===== src/rtl/qec_pkg.sv =====
// Package: shared widths and configuration word layout for the
// qualified event counter. Assumes the per-cycle event count and the
// threshold share one width.
package qec_pkg;
    localparam int EVT_W  = 3;
    localparam int PRIV_W = 2;
    localparam int CFG_W  = EVT_W + 5;

    typedef struct packed {
        logic             glb_en;
        logic             usr_en;
        logic             sup_en;
        logic             inv;
        logic             edge_en;
        logic [EVT_W-1:0] thr;
    } qec_cfg_t;
endpackage


===== src/rtl/qec_qualifier.sv =====
// Module: qec_qualifier
// Purely combinational. Decides, for one cycle, whether the cycle is
// admitted by the privilege and global enables. It forms the qualified
// condition used by edge mode, and the amount to add when edge mode is off.
// Assumes cfg is a registered configuration word.
module qec_qualifier
    import qec_pkg::*;
(
    input  qec_cfg_t          cfg,
    input  logic [EVT_W-1:0]  evt,
    input  logic [PRIV_W-1:0] priv,
    output logic              cond,
    output logic [EVT_W-1:0]  amt
);
    logic admit;
    logic cmp;

    // Privilege admission: no enable set means both are admitted.
    always_comb begin
        if (!cfg.sup_en && !cfg.usr_en) admit = cfg.glb_en;
        else if (priv == '0)            admit = cfg.glb_en && cfg.sup_en;
        else                            admit = cfg.glb_en && cfg.usr_en;
    end

    // Threshold comparison; invert only matters with a nonzero threshold.
    always_comb begin
        if (cfg.thr == '0)   cmp = (evt != '0);
        else if (cfg.inv)    cmp = (evt < cfg.thr);
        else                 cmp = (evt >= cfg.thr);
    end

    // Qualified condition and non-edge increment amount.
    always_comb begin
        cond = admit && cmp;
        if (!admit)              amt = '0;
        else if (cfg.thr == '0)  amt = evt;
        else                     amt = {{(EVT_W-1){1'b0}}, cmp};
    end
endmodule


===== src/rtl/qec_edge.sv =====
// Module: qec_edge
// Rising-edge detector on the qualified condition. The previous-cycle
// condition is held in a register that clears on reset and on every
// configuration write. Assumes cond is valid every cycle.
module qec_edge (
    input  logic clk,
    input  logic rst_n,
    input  logic clr,
    input  logic cond,
    output logic pulse
);
    logic prev_q;

    // Remember last cycle's condition; forget it on reset or config write.
    always_ff @(posedge clk) begin
        if (!rst_n || clr) prev_q <= 1'b0;
        else               prev_q <= cond;
    end

    // One-cycle pulse on a false-to-true transition.
    always_comb pulse = cond && !prev_q;

    assert_edge_single_R6: assert property (@(posedge clk) disable iff (!rst_n)
        (pulse && !clr) |=> !pulse);
endmodule


===== src/rtl/qec_accum.sv =====
// Module: qec_accum
// Counter register with software load and sticky overflow flag. A load
// has priority over the increment. The flag is set on a carry out of
// the top bit and held until cleared; a set in the same cycle wins over
// a clear. Assumes CNT_W > INC_W.
module qec_accum #(
    parameter int CNT_W = 48,
    parameter int INC_W = 3
) (
    input  logic             clk,
    input  logic             rst_n,
    input  logic [INC_W-1:0] inc,
    input  logic             load,
    input  logic [CNT_W-1:0] load_val,
    input  logic             ovf_clr,
    output logic [CNT_W-1:0] cnt,
    output logic             ovf
);
    localparam int PAD_W = CNT_W - INC_W;

    logic [CNT_W:0] sum;

    // Widened sum whose top bit is the wrap carry.
    always_comb sum = {1'b0, cnt} + {1'b0, {PAD_W{1'b0}}, inc};

    // Counter: load first, otherwise accumulate modulo 2^CNT_W.
    always_ff @(posedge clk) begin
        if (!rst_n)    cnt <= '0;
        else if (load) cnt <= load_val;
        else           cnt <= sum[CNT_W-1:0];
    end

    // Sticky overflow flag.
    always_ff @(posedge clk) begin
        if (!rst_n)                 ovf <= 1'b0;
        else if (!load && sum[CNT_W]) ovf <= 1'b1;
        else if (ovf_clr)           ovf <= 1'b0;
    end

    assert_write_wins_R10: assert property (@(posedge clk) disable iff (!rst_n)
        load |=> (cnt == $past(load_val)));
    assert_ovf_sticky_R9: assert property (@(posedge clk) disable iff (!rst_n)
        (ovf && !ovf_clr) |=> ovf);
    assert_wrap_flags_R9: assert property (@(posedge clk) disable iff (!rst_n)
        !load |=> ((cnt >= $past(cnt)) || ovf));
endmodule


===== src/rtl/qual_event_counter.sv =====
// Module: qual_event_counter (top)
// One programmable event counter. It qualifies each cycle by privilege
// and global enable, applies threshold, invert and edge rules, and
// accumulates into a CNT_W-bit counter with an overflow interrupt.
// Assumes one event count per clock and a synchronous active-low reset.
module qual_event_counter
    import qec_pkg::*;
#(
    parameter int CNT_W = 48
) (
    input  logic              clk,
    input  logic              rst_n,
    input  logic [EVT_W-1:0]  evt_count,
    input  logic [PRIV_W-1:0] priv_level,
    input  logic              cfg_we,
    input  logic [CFG_W-1:0]  cfg_wdata,
    input  logic              cnt_we,
    input  logic [CNT_W-1:0]  cnt_wdata,
    input  logic              ovf_clr,
    output logic [CFG_W-1:0]  cfg_value,
    output logic [CNT_W-1:0]  cnt_value,
    output logic              irq
);
    qec_cfg_t         cfg_q;
    logic             cond;
    logic             pulse;
    logic [EVT_W-1:0] amt;
    logic [EVT_W-1:0] inc;

    // Configuration register, written by software.
    always_ff @(posedge clk) begin
        if (!rst_n)      cfg_q <= '0;
        else if (cfg_we) cfg_q <= qec_cfg_t'(cfg_wdata);
    end

    qec_qualifier u_qual (
        .cfg  (cfg_q),
        .evt  (evt_count),
        .priv (priv_level),
        .cond (cond),
        .amt  (amt)
    );

    qec_edge u_edge (
        .clk   (clk),
        .rst_n (rst_n),
        .clr   (cfg_we),
        .cond  (cond),
        .pulse (pulse)
    );

    // Pick edge pulse or level amount as this cycle's increment.
    always_comb inc = cfg_q.edge_en ? {{(EVT_W-1){1'b0}}, pulse} : amt;

    qec_accum #(.CNT_W(CNT_W), .INC_W(EVT_W)) u_acc (
        .clk      (clk),
        .rst_n    (rst_n),
        .inc      (inc),
        .load     (cnt_we),
        .load_val (cnt_wdata),
        .ovf_clr  (ovf_clr),
        .cnt      (cnt_value),
        .ovf      (irq)
    );

    always_comb cfg_value = cfg_q;

    assert_glb_off_holds_R8: assert property (@(posedge clk) disable iff (!rst_n)
        (!cfg_q.glb_en && !cnt_we) |=> $stable(cnt_value));
    assert_edge_step_R6: assert property (@(posedge clk) disable iff (!rst_n)
        (cfg_q.edge_en && !cnt_we) |=> (CNT_W'(cnt_value - $past(cnt_value)) <= CNT_W'(1)));
    assert_cfg_load_R2: assert property (@(posedge clk) disable iff (!rst_n)
        cfg_we |=> (cfg_value == $past(cfg_wdata)));
endmodule


===== config.mk =====
export PLATFORM = sky130hd
export DESIGN_NAME = qual_event_counter
export DESIGN_NICKNAME = d
export VERILOG_FILES = /design/src/rtl/qec_pkg.sv /design/src/rtl/qec_qualifier.sv /design/src/rtl/qec_edge.sv /design/src/rtl/qec_accum.sv /design/src/rtl/qual_event_counter.sv
export SDC_FILE = /design/constraint.sdc
export NUM_CORES = 1
export LEC_CHECK = 0
export ABC_CLOCK_PERIOD_IN_PS = 5200
export BUFFER_PORTS_ARGS = -buffer_cell sky130_fd_sc_hd__buf_2
export CORE_AREA = 2 2 107 109
export CTS_BUF_LIST = sky130_fd_sc_hd__clkbuf_8
export DETAILED_ROUTE_END_ITERATION = 12
export DIE_AREA = 0 0 109 111
export PLACE_DENSITY = 0.5
export SLEW_MARGIN = 20
export SYNTH_ARGS = -nofsm -noshare
export SYNTH_HDL_FRONTEND = slang
export SYNTH_SLANG_ARGS = --single-unit

===== constraint.sdc =====
create_clock -name clk -period 5.2 [get_ports clk]
set_clock_uncertainty 0.2 [all_clocks]
set_input_delay 0.78 -clock clk [delete_from_list [all_inputs] [get_ports clk]]
set_output_delay 0.78 -clock clk [all_outputs]
set_load 0.01 [all_outputs]

==> metrics <==
Peak Freq 244 MHz; Die ar. 12100 um2; setup repair after global routing missed its margin no; Slowest Stage Delay on Critical Path between 0.5 and 0.6 ns; Util after Layout between 30% and 40%; FFs w/ async S/R, synth 0%; primary flip-flop cell chosen by synthesis mapping dfxtp_1; total CTS buffers 9; routability cong. around 0.76; synthesized area 3200 um2; Port Buffers about 120; XOR/XNOR share of the synthesized area under 10%; max-slew violation count 0; commonest non-fill, non-tap cell in the layout buf_2; CTS tree yes; cell count after synthesis 384; Max clock buf depth 2; die width roughly 110 um; Detail Placement HPWL 6860 um; Reg clk slew, reported paths 0.07 ns; Fin. Hold Viols 0; DRC violations left 0; wire per inst roughly 15 um; Avg Cell Area, Syn around 8.3 um2; first-pass GRT wire length 15100 um; post-CTS setup repair buffer count 0; initial core utilization between 20% and 30%; post-cts hold buffer count 0; Root Buffer clkbuf_8; pin count of the biggest net entering global routing 63; Leak Pwr between 1.5 and 2 nW; commonest non-fill, non-tap cells in the layout buf_2 (122), dfxtp_1 (58), o21ai_0 (46); Site Rows 39; crit path DAT ~4.2 ns; pwr/cell area roughly 290 nW/um2; initial antenna violation count 0; min cycle time layout just over 4 ns; placed cell area between 3000 and 4000 um2; Worst slew margin about two fifths; setup TNS 0 ns; outcome finished, final reports clean; area grow syn2layout 28.6%; period utilization between 70% and 80%; Critical Path, Cell by Cell buf_2 -> ha_1 -> nor2b_1 -> o21ai_0 -> nand2b_1 -> a311oi_1 -> o311a_1 -> ha_1 -> fa_1 -> a21o_1 -> nand4_1 -> or3_4 -> or4_1 -> a21oi_1; worst slew pin tran between 0.9 and 1 ns; EDFF count, synth 0; grt ovf 0; critical path fanouts, max 15; largest family of logic cells by synthesized area simple AND/OR/NAND/NOR gates; yosys warns 0; Post-DRT Antenna Nets 0; Required @ worst endpoint between 5 and 6 ns; num ports approximately 120; CP Capture Type register; Initial DRC Count approximately 160; number of global-route vias before repair 3010; number of synthesized register bits 58; Total Wirelength 9520 um; final setup vio count 0; hold slack around 0.30 ns; mux cell area share after synthesis between 3 and 4%; CP Class primary input to register; Critical Path Most Common Cell ha_1; Syn Nets approximately 460; Die H 111 um; DR pass1 iterations 5; Slowest-stage cell, CP or3_4; max-cap viol count 0; Antenna diodes 0; All-Layer GR Usage 16.0%; post_cts resized 0; Synth Area in Simple Gates between 20% and 30%; vias per cell 4.99; clk sinks 58; Nets ~560; Placeable Area around 11000 um2; latest clock arrival within the worst-skew pair about 0.35 ns; VDD IR max 118 uV; fin area between 4000 and 5000 um2; Post-Synth Adder-Cell Area 2.98%; Synth cell types 48; fraction of layout cells with a size suffix above 1 approximately 30%; type of the worst min-delay path register to register; via count 3191; CTS H-tree lvls 3; Synth Area in Compound Gates 21.0%; Worst setup SP type primary input; Seq/Total Area, Yosys a little over a third
sequential cells by signal, indices dropped and copies added, names as in the netlist:
signal	count
cfg_value	8
u_acc.cnt	48
u_acc.ovf	1
u_edge.prev_q	1
layout make-up:
cell class	count	area [um2]
well taps	143	179
fillers	1166	6970
repair buffers	123	618
inverters	12	45.0
flip-flops and latches	58	1160
clock buffers	10	138
clock inverters	6	114
multi-input cells	287	1860
cells in the mapped netlist (all sizes together), types with 4 or more instances:
cell / number / area [um2]
clkbuf: 19 / 72.6
or3: 10 / 67.6
inv: 10 / 37.5
a31oi: 18 / 113
nand2b: 4 / 25.0
dfxtp: 58 / 1160
nand3: 17 / 90.1
nand4: 10 / 83.8
nor3: 4 / 20.0
nor4: 9 / 56.3
or4: 15 / 116
o31ai: 14 / 105
xor2: 9 / 78.8
mux2i: 10 / 100
buf: 8 / 61.3
and2: 4 / 25.0
a21oi: 28 / 140
o21ai: 46 / 230
and3: 5 / 31.3
ha: 6 / 75.1
and4: 4 / 37.5
xnor2: 19 / 166
nor2: 14 / 52.6
nand2: 23 / 86.3
report_power, final:
group | total (mW) | switching (mW) | internal [mW]
logic | 0.154 | 0.0808 | 0.0735
registers | 0.513 | 0.0388 | 0.474
clock network | 0.531 | 0.199 | 0.332
total | 1.20 | 0.318 | 0.879
worst max-delay path: cells and delay by family:
family | cells | cell delay [ns]
compound gates | 5 | 1.04
fa+ha+maj | 3 | 0.71
buf+inv | 1 | 0.11
simple gates | 5 | 1.52
metrics by stage:
step | worst slack [ns] | power, mW | cells
after floorplan | 1.15 | 0.601 | 384
after global placement | 0.859 | 0.676 | 623
after detailed placement | 0.755 | 0.679 | 623
after CTS | 1.10 | 1.21 | 639
after global routing | 0.813 | 1.26 | 639
final | 1.09 | 1.20 | 639
cell families (layout without fill, tap and decap cells):
| logic type | Yosys count | after routing |
|---|---|---|
| and+or+nand+nor | 126 | 126 |
| adders and majority gates | 7 | 7 |
| AOI/OAI and AO/OA | 116 | 116 |
| DFF | 58 | 58 |
| xor gates and xnor gates | 28 | 28 |
| buffers and inverters | 39 | 151 |
| muxes | 10 | 10 |
per-layer routing:
layer / wire, um / track usage [%] / up-vias
li1: - / - / 1637
met1: 4530 / 21.6 / 1460
met2: 4260 / 24.6 / 83
met3: 616 / 4.29 / 11
met4: 109 / 4.87 / 0
met5: 0 / 0 / -
path summary, 6_finish.rpt:
check / start / end / slack [ns] / cells after the start
max: evt_count[1] / u_acc.ovf / 1.09 / 14
min: u_acc.ovf / u_acc.ovf / 0.30 / 2
max reg2reg: cfg_value[1] / u_acc.ovf / 1.22 / 14
min reg2reg: u_acc.ovf / u_acc.ovf / 0.30 / 2
Power figures use the tool's default switching activity.
